==> src/rtl/crc16_pkg.sv <==
package crc16_pkg;
  localparam int ADDR_W = 3;

  typedef enum logic [1:0] {
    SEL_LO   = 2'b00,
    SEL_HI   = 2'b01,
    SEL_RSV  = 2'b10,
    SEL_SCAN = 2'b11
  } sel_e;

  localparam logic [ADDR_W-1:0] A_CTRL = 3'd0;
  localparam logic [ADDR_W-1:0] A_DATA = 3'd1;
  localparam logic [ADDR_W-1:0] A_SEED = 3'd2;
  localparam logic [ADDR_W-1:0] A_RES  = 3'd3;
  localparam logic [ADDR_W-1:0] A_MIRR = 3'd4;
endpackage

==> src/rtl/crc16_rst_sync.sv <==
module crc16_rst_sync #(
  parameter int STAGES = 2
) (
  input  logic clk,
  input  logic rst_n,
  output logic rst_sync_n
);
  logic [STAGES-1:0] sync_q;

  always_ff @(posedge clk or negedge rst_n) begin
    if (!rst_n) sync_q <= '0;
    else        sync_q <= {sync_q[STAGES-2:0], 1'b1};
  end

  assign rst_sync_n = sync_q[STAGES-1];
endmodule

==> src/rtl/crc16_byte_step.sv <==
// One full byte step of an MSB-first CRC, unrolled into DATA_W bit stages.
module crc16_byte_step #(
  parameter int          CRC_W  = 16,
  parameter int          DATA_W = 8,
  parameter logic [15:0] POLY   = 16'h1021
) (
  input  logic [CRC_W-1:0]  rem_in,
  input  logic [DATA_W-1:0] byte_in,
  output logic [CRC_W-1:0]  rem_out
);
  logic [CRC_W-1:0] stage [DATA_W+1];

  assign stage[0] = rem_in;

  for (genvar i = 0; i < DATA_W; i++) begin : g_bit
    logic feedback;
    assign feedback = stage[i][CRC_W-1] ^ byte_in[DATA_W-1-i];
    assign stage[i+1] = {stage[i][CRC_W-2:0], 1'b0} ^
                        (feedback ? POLY[CRC_W-1:0] : '0);
  end

  assign rem_out = stage[DATA_W];
endmodule

==> src/rtl/crc16_state.sv <==
module crc16_state
  import crc16_pkg::*;
#(
  parameter int               CRC_W    = 16,
  parameter int               DATA_W   = 8,
  parameter logic [15:0]      POLY     = 16'h1021,
  parameter logic [CRC_W-1:0] REM_INIT = '1
) (
  input  logic              clk,
  input  logic              rst_n,
  input  sel_e              sel,
  input  logic              cpu_wr,
  input  logic [DATA_W-1:0] cpu_byte,
  input  logic              seed_wr,
  input  logic [DATA_W-1:0] seed_byte,
  input  logic              scan_valid,
  input  logic [DATA_W-1:0] scan_byte,
  output logic [CRC_W-1:0]  rem
);
  localparam int HALF_LSB = DATA_W;

  logic              scan_mode;
  logic              step_en;
  logic              seed_en;
  logic              load_en;
  logic [DATA_W-1:0] step_byte;
  logic [CRC_W-1:0]  step_out;
  logic [CRC_W-1:0]  rem_nxt;

  assign scan_mode = (sel == SEL_SCAN);
  assign step_byte = scan_mode ? scan_byte : cpu_byte;
  assign step_en   = scan_mode ? scan_valid : cpu_wr;
  assign seed_en   = seed_wr && (sel != SEL_RSV);
  assign load_en   = seed_en || step_en;

  crc16_byte_step #(
    .CRC_W (CRC_W),
    .DATA_W(DATA_W),
    .POLY  (POLY)
  ) step_i (
    .rem_in (rem),
    .byte_in(step_byte),
    .rem_out(step_out)
  );

  always_comb begin
    rem_nxt = rem;
    if (seed_en) begin
      if (sel[0]) rem_nxt[CRC_W-1:HALF_LSB] = seed_byte;
      else        rem_nxt[HALF_LSB-1:0]     = seed_byte;
    end else if (step_en) begin
      rem_nxt = step_out;
    end
  end

  always_ff @(posedge clk or negedge rst_n) begin
    if (!rst_n)       rem <= REM_INIT;
    else if (load_en) rem <= rem_nxt;
  end

  // processor data bytes are dropped in scan mode
  a_r7_cpu_dropped_in_scan: assert property (@(posedge clk) disable iff (!rst_n)
    (sel == SEL_SCAN && cpu_wr && !scan_valid && !seed_wr) |=> $stable(rem));

  // scan bytes are dropped outside scan mode
  a_r8_scan_dropped: assert property (@(posedge clk) disable iff (!rst_n)
    (sel != SEL_SCAN && scan_valid && !cpu_wr && !seed_wr) |=> $stable(rem));

  // low seed write touches only the low half
  a_r3_seed_low_half: assert property (@(posedge clk) disable iff (!rst_n)
    (seed_wr && sel == SEL_LO) |=>
      (rem[HALF_LSB-1:0] == $past(seed_byte)) &&
      (rem[CRC_W-1:HALF_LSB] == $past(rem[CRC_W-1:HALF_LSB])));

  // reserved select blocks seed writes
  a_r10_rsv_seed_blocked: assert property (@(posedge clk) disable iff (!rst_n)
    (sel == SEL_RSV && seed_wr && !cpu_wr) |=> $stable(rem));
endmodule

==> src/rtl/crc16_bit_mirror.sv <==
module crc16_bit_mirror #(
  parameter int DATA_W = 8
) (
  input  logic              clk,
  input  logic              rst_n,
  input  logic              we,
  input  logic [DATA_W-1:0] din,
  output logic [DATA_W-1:0] dout
);
  logic [DATA_W-1:0] held_q;
  logic [DATA_W-1:0] held_nxt;

  assign held_nxt = din;

  always_ff @(posedge clk or negedge rst_n) begin
    if (!rst_n)  held_q <= '0;
    else if (we) held_q <= held_nxt;
  end

  for (genvar i = 0; i < DATA_W; i++) begin : g_flip
    assign dout[i] = held_q[DATA_W-1-i];
  end
endmodule

==> src/rtl/crc16_byte_regs.sv <==
module crc16_byte_regs
  import crc16_pkg::*;
#(
  parameter int          DATA_W = 8,
  parameter int          CRC_W  = 16,
  parameter logic [15:0] POLY   = 16'h1021
) (
  input  logic              clk,
  input  logic              rst_n,
  input  logic              wr_en,
  input  logic [ADDR_W-1:0] addr,
  input  logic [DATA_W-1:0] wdata,
  output logic [DATA_W-1:0] rdata,
  input  logic              scan_valid,
  input  logic [DATA_W-1:0] scan_byte
);
  localparam int SEL_W = 2;

  logic              rst_sync_n;
  sel_e              sel_q;
  sel_e              sel_nxt;
  logic              ctrl_we;
  logic              data_we;
  logic              seed_we;
  logic              mirr_we;
  logic [CRC_W-1:0]  rem;
  logic [DATA_W-1:0] mirr_out;
  logic [DATA_W-1:0] res_byte;

  crc16_rst_sync #(.STAGES(2)) rst_i (
    .clk       (clk),
    .rst_n     (rst_n),
    .rst_sync_n(rst_sync_n)
  );

  assign ctrl_we = wr_en && (addr == A_CTRL);
  assign data_we = wr_en && (addr == A_DATA);
  assign seed_we = wr_en && (addr == A_SEED);
  assign mirr_we = wr_en && (addr == A_MIRR);

  assign sel_nxt = sel_e'(wdata[SEL_W-1:0]);

  always_ff @(posedge clk or negedge rst_sync_n) begin
    if (!rst_sync_n)   sel_q <= SEL_LO;
    else if (ctrl_we)  sel_q <= sel_nxt;
  end

  crc16_state #(
    .CRC_W (CRC_W),
    .DATA_W(DATA_W),
    .POLY  (POLY)
  ) state_i (
    .clk       (clk),
    .rst_n     (rst_sync_n),
    .sel       (sel_q),
    .cpu_wr    (data_we),
    .cpu_byte  (wdata),
    .seed_wr   (seed_we),
    .seed_byte (wdata),
    .scan_valid(scan_valid),
    .scan_byte (scan_byte),
    .rem       (rem)
  );

  crc16_bit_mirror #(.DATA_W(DATA_W)) mirr_i (
    .clk  (clk),
    .rst_n(rst_sync_n),
    .we   (mirr_we),
    .din  (wdata),
    .dout (mirr_out)
  );

  always_comb begin
    if (sel_q == SEL_RSV) res_byte = '0;
    else if (sel_q[0])    res_byte = rem[CRC_W-1:DATA_W];
    else                  res_byte = rem[DATA_W-1:0];
  end

  always_comb begin
    rdata = '0;
    case (addr)
      A_CTRL:  rdata[SEL_W-1:0] = sel_q;
      A_RES:   rdata = res_byte;
      A_MIRR:  rdata = mirr_out;
      default: rdata = '0;
    endcase
  end

  // select field only moves on a control write
  a_r2_sel_hold: assert property (@(posedge clk) disable iff (!rst_sync_n)
    !ctrl_we |=> $stable(sel_q));
endmodule

==> config.mk <==
export PLATFORM = sky130hd
export DESIGN_NAME = crc16_byte_regs
export DESIGN_NICKNAME = d
export VERILOG_FILES = /design/src/rtl/crc16_pkg.sv /design/src/rtl/crc16_rst_sync.sv /design/src/rtl/crc16_byte_step.sv /design/src/rtl/crc16_state.sv /design/src/rtl/crc16_bit_mirror.sv /design/src/rtl/crc16_byte_regs.sv
export SDC_FILE = /design/constraint.sdc
export NUM_CORES = 1
export LEC_CHECK = 0
export BUFFER_PORTS_ARGS = -buffer_cell sky130_fd_sc_hd__buf_2
export CAP_MARGIN = 20
export CORE_MARGIN = 3
export CORE_UTILIZATION = 52
export DETAILED_ROUTE_END_ITERATION = 6
export PLACE_DENSITY = 0.76
export SYNTH_ARGS = -nofsm -noshare
export SYNTH_HDL_FRONTEND = slang
export SYNTH_SLANG_ARGS = --single-unit
==> constraint.sdc <==
create_clock -name clk -period 1.76 [get_ports clk]
set_clock_uncertainty 0.2 [all_clocks]
set_input_delay 0.088 -clock clk [delete_from_list [all_inputs] [get_ports clk]]
set_output_delay 0.088 -clock clk [all_outputs]
set_load 0.02 [all_outputs]
; After elaboration in Yosys (flattened, before gate mapping)
; Cells that the tools add are included.
[classes]
n_addsub = 0
n_mul = 0
div_mod_pow = 0
order_cmp = 0
n_eq_ne = 9
n_shift = 0
mux = 18
bitwise = 16
n_reduce_logical = 10
[op_table]
columns = operator, count
row1 = $xor 16x13->16, 8
row2 = $mux 13, 8
row3 = $mux 8, 5
row4 = $mux 16, 2
row5 = $pmux 6 s2, 1
row6 = $xor 1x1->1, 8
row7 = $eq 3x2->1 const B, 2
row8 = $ne 2x2->1 const B, 3
row9 = $pmux 2 s3, 1
row10 = $reduce_and 3->1, 2
row11 = $logic_and 1x1->1, 5
row12 = $eq 2x2->1 const B, 2
row13 = $eq 3x1->1 const B, 1
row14 = $eq 3x3->1 const B, 1
row15 = $logic_not 3->1, 1
row16 = $reduce_bool 2->1, 1
row17 = $logic_or 1x1->1, 1
row18 = $mux 1, 1
[totals]
register_bits = 28
latchBits = 0
ram_bits = 0
rom_bits = 0
input_bits = 23
output_inout_bits = 8
elab_cells = 58
memories = 0

; Depth between registers and ports, before layout
; Gate-level depths: netlist of run 1.
[logic_depth]
ltp_word = 28
mapped_depth = 9
mapped_depth_nobuf = 5

; Hierarchy
; Synthesis of run 1 repeated with hierarchy kept, for this count alone.
[hier_totals]
cells_unflattened = 175
area_unflattened_um2 = 2110.8
[modules_own_cells]
columns = mod, instances, cells_each, area_per_inst_um2, seq_area_each_um2
row1 = crc16_state, 1, 84, 940.9, 420.4
row2 = crc16_byte_step, 1, 30, 425.4, 0.0
row3 = crc16_byte_regs, 1, 41, 359.1, 50.0
row4 = crc16_bit_mirror, 1, 17, 331.6, 200.2
row5 = crc16_rst_sync, 1, 3, 53.8, 50.0

; Worst setup path before layout of run 1
; Ideal clock, no wire load.
[synth_path]
kind = reg2out
from = register sel_q[0]
to = output port rdata[0]
arrival_ps = 1809
required_ps = 1472
path_slack_ps = -337
path_stages_with_launch = 6
n_path_buf = 3
path_cell_list = dfrtp_1 -> buf_6 -> buf_2 -> buf_1 -> mux2i_1 -> o32ai_1
[synth_via]
elab_chain_cells = 3
elab_cells_between_ends = 4
classes_between = eq/ne: 1 / mux: 3
[synth_rtl]
columns = item, line
row1 = "start, declared", crc16_byte_regs.sv:20  ; sel_e sel_q;
row2 = "start signal, assigned", crc16_byte_regs.sv:45  ; else if (ctrl_we) sel_q <= sel_nxt;
row3 = $eq 2x2->1 / $mux 8 (equally long branches), "crc16_byte_regs.sv:74, crc16_byte_regs.sv:75"
row4 = $mux 8, crc16_byte_regs.sv:74  ; if (sel_q == SEL_RSV) res_byte = '0;
row5 = $pmux 2 s3 *, crc16_byte_regs.sv:81  ; case (addr)
row6 = "end, declared", crc16_byte_regs.sv:13  ; output logic [DATA_W-1:0] rdata,
; Mark *: on every way between the ends. The rest lies on a longest branch, timed or not.

; Final worst setup path of run 1
[layout_path]
from = register sel_q[1]
to = register state_i.rem[8]
[layout_via]
elab_chain_cells = 16
elab_cells_between_ends = 23
classes_between = eq/ne: 3 / mux: 6 / bitwise: 10 / reduce/logical: 4
[layout_rtl]
columns = item, line
row1 = $eq 2x2->1, crc16_state.sv:30  ; assign scan_mode = (sel == SEL_SCAN);
row2 = $mux 8, crc16_state.sv:31  ; assign step_byte = scan_mode ? scan_byte : cpu_byte;
row3 = $xor 1x1->1, crc16_byte_step.sv:17  ; assign feedback = stage[i][CRC_W-1] ^ byte_in[DATA_W-1-i];
row4 = $mux 13, crc16_byte_step.sv:19  ; (feedback ? POLY[CRC_W-1:0] : '0);
row5 = $xor 16x13->16 (4 in series), crc16_byte_step.sv:18  ; assign stage[i+1] = {stage[i][CRC_W-2:0], 1'b0} ^
row6 = $xor 1x1->1, crc16_byte_step.sv:17
row7 = $mux 13, crc16_byte_step.sv:19
row8 = $xor 16x13->16 (4 in series), crc16_byte_step.sv:18
row9 = $mux 16, crc16_state.sv:51  ; end else if (step_en) begin
row10 = $mux 16, crc16_state.sv:48  ; if (seed_en) begin
row11 = "end signal, assigned", crc16_state.sv:58  ; else if (load_en) rem <= rem_nxt;
row12 = "end, declared", crc16_state.sv:18  ; output logic [CRC_W-1:0] rem
; Several ways; a longest one is shown, not always the timed one. The select of a mux whose other input is x is not followed.
; A chain may end at the register's enable or synchronous reset.

==> reports/qor.yml, run 1 <==
drive_above_1_share_pct: 57.23
nets: 349
grt_first_pass_wirelength_um: 13100
fin_crit_sh_pct: 129.4
crit_type: "register to register"
postRouteAntennaNets: 0
hp-class: "primary input to register"
power_frac_clock_pct: 11.9
syn_inst: 229
synth_top_family_by_area: "simple AND/OR/NAND/NOR gates"
yosysMostFrequentCell: "mux2i_1"
synthDominantCellAreaShare_pct: 19.46
syn2layout_area_growth_pct: 55.94
fp.dieW_um: 70.46
start_kind: "register"
synth_top_cell_by_area: "dfstp_2"
worstPathRequired_ns: 1.80
clk_pin_slew_ns: 0.12
fmax_mhz: 439.1
io_pins: 31
p_switching_mw: 1.859
synthSimpleGateAreaFrac_pct: 22.87
hold_violations: 0
synthesis.nets: 252
worstPathArrival_ns: 2.31
avgRoutedWirePerCell_um: 25.90
whs_ns: 0.02244
rows: 22
syn_area_per_cell_um2: 9.436
yosysSeqAreaShare_pct: 33.35
io_buffer_count: 30
synth_edf_count: 0
swShare_pct: 40.76
numCtsBuffers: 3
yosys_warnings: 0
die_h_um: 70.46
p_int_mw: 2.702
crit_slowest_cell: "a2111o_1"
cp_cell_sequence: "buf_6, buf_6, a21boi_2, o21a_1, o211ai_1, a2111o_1, nand3_2"
start_util_pct: 56.47
synth_area_leaders: "dfstp_2 19%, dfrtp_1 14%, mux2i_1 8.3%"
antenna_found_initial: 0
htreeDepth: 1
p_per_area_nw_per_um2: 1354
die_area_um2: 4965
cp_common_cell: "buf_6"
synth_cell_types: 52
async_flop_share_pct: 100.0
fin_cells: 373
cts_sinks: 28
end_kind: "register"
grt_overflow: 0
insertedDiodeCount: 0
globalplace.congestion: 0.9511
synthAdderAreaFrac_pct: 0
ys_ff_latch: 28
ir_drop_mv: 0.9058
drc_errors: 2
syn-cell-area_um2: 2161
synth_commonest_cells: "18 x mux2i_1, 16 x dfstp_2, 16 x nand2_1"
grt_setup_unrepaired: "true"
violations: "DRC, setup timing"
period_needed_ns: 2.278
core_um2: 3826
cts_root_buf: "clkbuf_8"
place_inst: 347
grt_pass1_vias: 2464
final_max_slew_viol_count: 0
timing.final.ws_setup_ns: -0.5175
crit_path_max_incr_delay_ns: 0.51
p_seq_share_pct: 29.0
cts_tree: "yes"
grt_usage_pct: 34.37
synth_xor_xnor_area_share_pct: 4.285
vias: 2631
dp_hpwl_um: 5038
grt_max_degree: 27
clockBufferDepth: 2
cp_max_fo: 8
clkLatencyLatePin_ns: 0.29
synthMuxAreaShare_pct: 14.07
drt-pass1-iter-count: 7
ys.flop_type: "dfstp_2"
drv_cap: 0
p_leak_nw: 1.476
drt_iter0_drc: 277
pwr-share-comb_pct: 59.2
synth_compound_area_share_pct: 21.08
routed_wl_um: 9661
setup_viol: 24
outcome: "complete, but fails checks"
vias_per_cell: 7.054
[power by group through the flow]
stage               Clock, mW  Sequential, mW  Combinational (mW)
floorplan                   0            1.17                1.34
global placement            0            1.24                1.90
detailed placement          0            1.24                1.95
CTS                     0.533            1.23                2.22
global route            0.560            1.33                2.82
finish                  0.541            1.32                2.70
[cells by family after synthesis]
group                  count (synthesis)
multiplexers                          29
other                                  1
XOR/XNOR                               4
flip-flops                            28
AND/OR/NAND/NOR                       88
buffers and inverters                 16
AO/OA/AOI/OAI                         63
[routing by layer]
metal  vias to the layer above  part of all wire, %  GRT usage (%)
met4                         0                  8.6          15.96
li1                       1061                    -              -
met5                         -                    0              0
met2                       262                   46          57.80
met1                      1216                   35          41.05
met3                        92                  9.9          8.201
[flip-flops by register name, summed over array words and instances (netlist names)]
signal	cells
mirr_i.held_q	8
rst_i.sync_q	2
sel_q	2
state_i.rem	16
[worst paths after layout]
kind / endpoint / slack, ns / cells after the start / from
max in group asynchronous: rst_i.sync_q[1] / 0.76 / 3 / rst_n
worst min register to register: sel_q[0] / 0.05 / 1 / rst_i.sync_q[1]
worst max-delay path: state_i.rem[8] / -0.52 / 7 / sel_q[1]
worst max register to register: state_i.rem[8] / -0.52 / 7 / sel_q[1]
worst min-delay path: mirr_i.held_q[4] / 0.02 / 3 / wdata[4]
min in group asynchronous: sel_q[0] / 0.05 / 1 / rst_i.sync_q[1]
[cell usage in the layout (no fill, tap or decap), types with 3 or more instances in the layout]
master,synthesis,layout
nor3_2,1,5
a21boi_2,1,5
clkbuf_8,0,3
o21a_1,5,5
and2_1,9,9
nand3_1,6,4
mux2i_1,18,17
nand4_1,4,4
dfstp_2,16,16
dlygate4sd3_1,0,9
or3_4,0,6
nor3_1,10,5
dfrtp_1,12,10
nor2_4,0,3
buf_4,2,54
buf_2,6,23
o21ai_2,0,7
and3_4,1,5
mux2_2,11,10
o211ai_1,4,4
nand2_1,16,14
a211o_1,4,4
and3_1,7,3
nor2_1,13,9
buf_6,2,18
nor3b_1,4,3
a21oi_1,5,3
a21boi_1,0,3
o21ai_1,1,3
a2111o_1,4,4
[worst max-delay path, delay by kind of cell, from the launching register on]
| kind | cells | cell delay, ns |
|---|---|---|
| compound gates | 4 | 1.15 |
| flops | 1 | 0.50 |
| buf+inv | 2 | 0.28 |
| simple gates | 1 | 0.10 |
[cell type report]
class	instances	area, um^2
multi-input combinational	185	1652
timing repair buffer	107	859.6
sequential	28	723.2
fill	167	456.7
tap	48	60.06
clock buffer	3	41.29
clock inverter	1	30.03
inverter	1	3.754
[stage by stage]
step	utilization (%)	power, mW	area (um^2)	TNS [ns]	worst slack (ns)
2_1_floorplan	-	2.509	2231	-3.154	-0.2859
3_3_place_gp	72.11	3.139	2759	-6.967	-0.3416
3_5_place_dp	72.11	3.190	2759	-7.570	-0.3824
4_1_cts	82.73	3.991	3166	-7.310	-0.3850
5_1_grt	88.06	4.711	3369	-10.50	-0.5354
6_report	88.06	4.562	3369	-9.673	-0.5175
[what timing repair did]
item,4_1_cts,5_1_grt
setup endpoints to repair,24,24
resized for setup,50,44
endpoints found under the hold margin,12,0
setup buffers,7,5
cloned,2,0
hold buffers,9,0
pin swaps,22,17
Power figures use the tool's default switching activity.
==> run 2, diff against run 1 <==
--- a/config.mk
+++ b/config.mk
@@ -8,9 +8,10 @@
 export BUFFER_PORTS_ARGS = -buffer_cell sky130_fd_sc_hd__buf_2
 export CAP_MARGIN = 20
 export CORE_MARGIN = 3
-export CORE_UTILIZATION = 52
+export CORE_UTILIZATION = 54
+export CTS_BUF_LIST = sky130_fd_sc_hd__clkbuf_4
 export DETAILED_ROUTE_END_ITERATION = 6
-export PLACE_DENSITY = 0.76
+export PLACE_DENSITY = 0.79
 export SYNTH_ARGS = -nofsm -noshare
 export SYNTH_HDL_FRONTEND = slang
 export SYNTH_SLANG_ARGS = --single-unit
==> run 2 against run 1 <==
The flow finishes with violations (setup timing). First-iteration DRC count grew 78%. Sequential share of layout area shrank 1.6 points. Die area decreased by 3.4%. Combinational power increased by 23%. Hold slack improved by 0.023 ns. Worst setup slack lost 0.21 ns. Count of clock-buffer cells in the layout is the same. Via count up 19%. Final area up 8.1%. Non-clock buffer count up 10. Register-to-register slack worse by 0.21 ns. Total power up 14%. Critical path type unchanged.
==> reports/qor.yml, run 2 (same netlist as run 1, synthesis figures left out) <==
fp.dieW_um: 69.26
grt_first_pass_wirelength_um: 14450
setup_viol: 24
period_needed_ns: 2.490
hp-class: "register to async pin"
crit_slowest_cell: "dfrtp_2"
power_mw: 5.193
dp_hpwl_um: 4802
p_leak_nw: 1.561
violations: "setup timing"
cp-startpoint: "sel_q[0]"
timing.final.ws_setup_ns: -0.7296
cts_tree: "yes"
cts_sinks: 28
worstPathArrival_ns: 2.60
start_util_pct: 57.30
antenna_found_initial: 0
syn2layout_area_growth_pct: 68.50
start_kind: "register"
clkLatencyLatePin_ns: 0.37
grt_pass1_vias: 2721
fin_crit_sh_pct: 141.5
postRouteAntennaNets: 0
io_buffer_count: 30
drt-pass1-iter-count: 7
final_area_um2: 3641
final_cell_mix: "57 x buf_4, 23 x buf_6, 22 x buf_2"
worstPathRequired_ns: 1.87
numCtsBuffers: 3
clockBufferDepth: 2
grt_max_degree: 17
ir_drop_mv: 1.218
largest_register_ffs: 16
grt_setup_unrepaired: "true"
fmax_mhz: 401.7
avgRoutedWirePerCell_um: 33.14
drt_iter0_drc: 494
grt_overflow: 0
rows: 22
hold_violations: 0
reg.largest.list: "state_i.rem x16, mirr_i.held_q x8"
cts_root_buf: "clkbuf_4"
p_per_area_nw_per_um2: 1426
cp_common_cell: "buf_12"
vias: 3133
globalplace.congestion: 1.002
die_h_um: 69.26
drv_cap: 0
die_area_um2: 4796
crit_type: "register to register"
drc_errors: 0
final_max_slew_viol_count: 0
routed_wl_um: 12730
place_worst_setup_slack_ns: -0.4127
cp_cell_sequence: "buf_12, buf_12, a21boi_2, o21ai_1, o211ai_1, buf_4, a211oi_1, nor3_2"
layout_commonest_cell: "buf_4"
htreeDepth: 1
vias_per_cell: 8.159
worst_slew_pin_slew_ns: 0.7891
nets: 359
core_um2: 3771
utilization_pct: 96.55
clk_pin_slew_ns: 0.20
reg2reg_from: "sel_q[0]"
cp_max_fo: 9
grt_usage_pct: 38.65
io_pins: 31
slew_headroom_pct: 46.99
largest_register: "state_i.rem"
end_kind: "register"
drive_above_1_share_pct: 63.58
outcome: "complete, but fails checks"
placed_cell_area_um2: 2704
crit_path_max_incr_delay_ns: 0.50
==> run 2: changes by cell type in the layout (fill, tap and decap cells not counted), sizes merged <==
cell and delta:
buf +9, clkbuf +1, clkdlybuf4s15 -1, diode +1
dlygate4sd3 +1
==> run 2: metal layers <==
| layer | track usage [%] | vias to the layer above | wire length (um) |
|---|---|---|---|
| met3 | 8.116 | 191 | 1836 |
| li1 | - | 1083 | - |
| met5 | 0 | - | 0 |
| met4 | 27.77 | 0 | 1611 |
| met1 | 43.04 | 1431 | 3866 |
| met2 | 64.94 | 428 | 5411 |
==> run 2: timing repair <==
action | CTS | global route
cloned | 1 | 1
setup buffers | 17 | 12
resized for setup | 66 | 67
pin swaps | 22 | 29
endpoints found under the setup margin | 24 | 24
hold buffers | 10 | 0
endpoints found under the hold margin | 17 | 0
==> run 2: where the power goes <==
group | internal [mW] | leakage, nW | switching (mW)
combinational | 1.63 | 1.22 | 1.68
sequential | 1.01 | 0.309 | 0.390
clock | 0.230 | 0.0279 | 0.252
total | 2.87 | 1.56 | 2.32
==> run 2: per-stage QoR <==
step | TNS, ns | hold WS (ns) | cells
floorplan | -3.154 | -0.4076 | 229
global placement | -5.889 | -0.3265 | 338
detailed placement | -6.789 | -0.3245 | 338
CTS | -7.416 | 0.01882 | 370
global route | -12.18 | 0.06169 | 383
finish | -12.43 | 0.04560 | 384
==> run 2: worst max-delay path, delay by kind of cell (launching register included) <==
| family | cells | cell delay, ns |
|---|---|---|
| DFF | 1 | 0.50 |
| and+or+nand+nor | 1 | 0.08 |
| buffers and inverters | 3 | 0.53 |
| AOI/OAI and AO/OA | 4 | 1.11 |
==> run 2: path summary, 6_finish.rpt <==
kind | endpoint | slack [ns] | cells past startpoint
min in group clk | state_i.rem[7] | 0.09 | 4
worst max register to register | state_i.rem[7] | -0.73 | 8
worst min-delay path | sel_q[1] | 0.05 | 0
worst min register to register | sel_q[1] | 0.05 | 0
worst max-delay path | state_i.rem[7] | -0.73 | 8
max in group asynchronous | state_i.rem[11] | 0.75 | 1
==> run 2: cell type report <==
type	count	area, um^2
Timing Repair Buffer	117	997.2
Clock inverter	1	30.03
Inverter	1	3.754
Tap cell	48	60.06
Sequential cell	28	723.2
Clock buffer	3	22.52
Multi-Input combinational cell	185	1802
Antenna cell	1	2.502
Fill cell	67	130.1
==> run 3, diff against run 2 <==
--- a/config.mk
+++ b/config.mk
@@ -9,7 +9,7 @@
 export CAP_MARGIN = 20
 export CORE_MARGIN = 3
 export CORE_UTILIZATION = 54
-export CTS_BUF_LIST = sky130_fd_sc_hd__clkbuf_4
+export CTS_BUF_LIST = sky130_fd_sc_hd__clkbuf_8
 export DETAILED_ROUTE_END_ITERATION = 6
 export PLACE_DENSITY = 0.79
 export SYNTH_ARGS = -nofsm -noshare
==> run 3 against run 2 <==
The flow still finishes with violations (setup timing). Worst setup slack improved by 0.16 ns. Highest routed layer unchanged. First-iteration DRC count down 52%. Utilization decreased by 10 points. Final area decreased by 11%. Sequential power fell by 7%. Critical path type unchanged.
==> reports/qor.yml, run 3 (same netlist as run 1, synthesis figures left out) <==
outcome: "complete, but fails checks"
violations: "setup timing"
globalplace.congestion: 1.002
drt_iter0_drc: 238
drc_errors: 0
grt_setup_unrepaired: "true"
clockBufferDepth: 2
worstPathArrival_ns: 2.35
p_per_area_nw_per_um2: 1358
htreeDepth: 1
crit_cells: 8
layout_commonest_cell: "buf_4"
final_cell_mix: "50 x buf_4, 23 x buf_2, 16 x mux2i_1, 16 x dfstp_2, 15 x nand2_1"
place_worst_setup_slack_ns: -0.4127
cp_cell_sequence: "buf_6, buf_4, and3_4, o21a_2, buf_6, o211ai_1, a311oi_2, a21o_1"
crit_path_max_incr_delay_ns: 0.44
postRouteAntennaNets: 0
cts_sinks: 28
cts_tree: "yes"
cp_common_cell: "buf_6"
grt_usage_pct: 34.14
cts_root_buf: "clkbuf_8"
worstPathRequired_ns: 1.78
antenna_found_initial: 0
crit_slowest_cell: "dfrtp_1"
slew_headroom_pct: 53.30
placed_cell_area_um2: 2704
end_kind: "register"
swShare_pct: 40.09
hp-class: "register to async pin"
largest_register: "state_i.rem"
nets: 340
numCtsBuffers: 3
fin_crit_sh_pct: 132.4
worst_slew_pin_slew_ns: 0.6951
final_max_slew_viol_count: 0
start_util_pct: 57.30
timing.final.ws_setup_ns: -0.5700
start_kind: "register"
die_area_um2: 4796
io_buffer_count: 30
grt_max_degree: 17
die_h_um: 69.26
p_seq_share_pct: 29.4
setup_tns_ns: -9.220
power_frac_clock_pct: 12.2
drive_above_1_share_pct: 54.75
dp_hpwl_um: 4802
fp.dieW_um: 69.26
power_mw: 4.424
p_leak_nw: 1.423
period_needed_ns: 2.330
path_delay_family: "compound AO/OA/AOI/OAI gates"
cp_max_fo: 9
p_switching_mw: 1.774
crit_buf_inv: 3
drt-pass1-iter-count: 5
final_area_um2: 3258
worstRegToRegCells: 8
syn2layout_area_growth_pct: 50.78
p_int_mw: 2.650
grt_overflow: 0
hold_violations: 0
setup_viol: 24
ir_drop_mv: 0.8956
clkLatencyLatePin_ns: 0.29
clk_pin_slew_ns: 0.11
insertedDiodeCount: 0
io_pins: 31
drv_cap: 0
avgRoutedWirePerCell_um: 24.79
largest_register_ffs: 16
crit_type: "register to register"
fill_cells: 172
reg.largest.list: "state_i.rem x16, mirr_i.held_q x8"
pwr-share-comb_pct: 58.4
core_um2: 3771
grt_pass1_vias: 2579
grt_first_pass_wirelength_um: 13100
fmax_mhz: 429.2
fin_cells: 364
vias: 2548
place_inst: 338
routed_wl_um: 9023
vias_per_cell: 7.000
rows: 22
[run 3: changes by cell type in the layout (fill, tap and decap cells not counted), moves of 5 or more]
| cell | before | now |
|---|---|---|
| a21boi_1 | 1 | 7 |
| buf_6 | 23 | 12 |
| buf_4 | 57 | 50 |
| a21boi_2 | 6 | 1 |
[run 3: final cells by class]
type,count,area [um^2],share of cell area (%)
Multi-Input combinational cell,185,1615,49.58
Inverter,1,3.754,0.1152
Clock inverter,1,30.03,0.9217
Timing Repair Buffer,98,785.8,24.12
Clock buffer,3,41.29,1.267
Sequential cell,28,721.9,22.16
Tap cell,48,60.06,1.843
[run 3: power by group through the flow]
stage                     clock (mW)  sequential (mW)  combinational, mW
after CTS                      0.538             1.23               2.18
after global placement             0             1.22               1.85
after detailed placement           0             1.23               1.90
after floorplan                    0             1.17               1.34
after global routing           0.572             1.32               2.73
final                          0.538             1.30               2.59
[run 3: metrics by stage]
stage	hold slack, ns	utilization, %
4_1_cts	0.004341	81.95
5_1_grt	0.01212	86.40
6_report	0.003148	86.40
3_3_place_gp	-0.3265	71.70
2_1_floorplan	-0.4076	-
3_5_place_dp	-0.3245	71.70
[run 3: final timing paths]
check                           startpoint              end  slack (ns)
hold reg to reg            rst_i.sync_q[1]         sel_q[1]       0.003
hold / removal             rst_i.sync_q[1]         sel_q[1]       0.003
setup reg to reg                  sel_q[1]   state_i.rem[0]       -0.57
max in group asynchronous            rst_n  rst_i.sync_q[0]        0.75
min in group clk                  wdata[7]  state_i.rem[15]        0.02
setup / recovery                  sel_q[1]   state_i.rem[0]       -0.57
[run 3: layer usage]
layer,up-vias,track usage [%],routed length [um],part of all wire (%)
li1,1049,-,-,-
met1,1241,40.80,3395,38
met2,180,55.83,4243,47
met3,78,7.681,679,7.5
met4,0,20.39,704,7.8
met5,-,0,0,0
[run 3: what timing repair did]
item	CTS	global route
setup buffers	10	3
setup endpoints to repair	24	24
endpoints found under the hold margin	13	0
hold buffers	9	0
gates resized for setup	45	37
pin swaps	11	9
[run 3: worst reg2reg max path, delay by kind of cell (launching register included)]
kind,cells,cell delay (ns)
simple gates,1,0.18
compound gates,4,0.99
flops,1,0.44
buf+inv,3,0.46
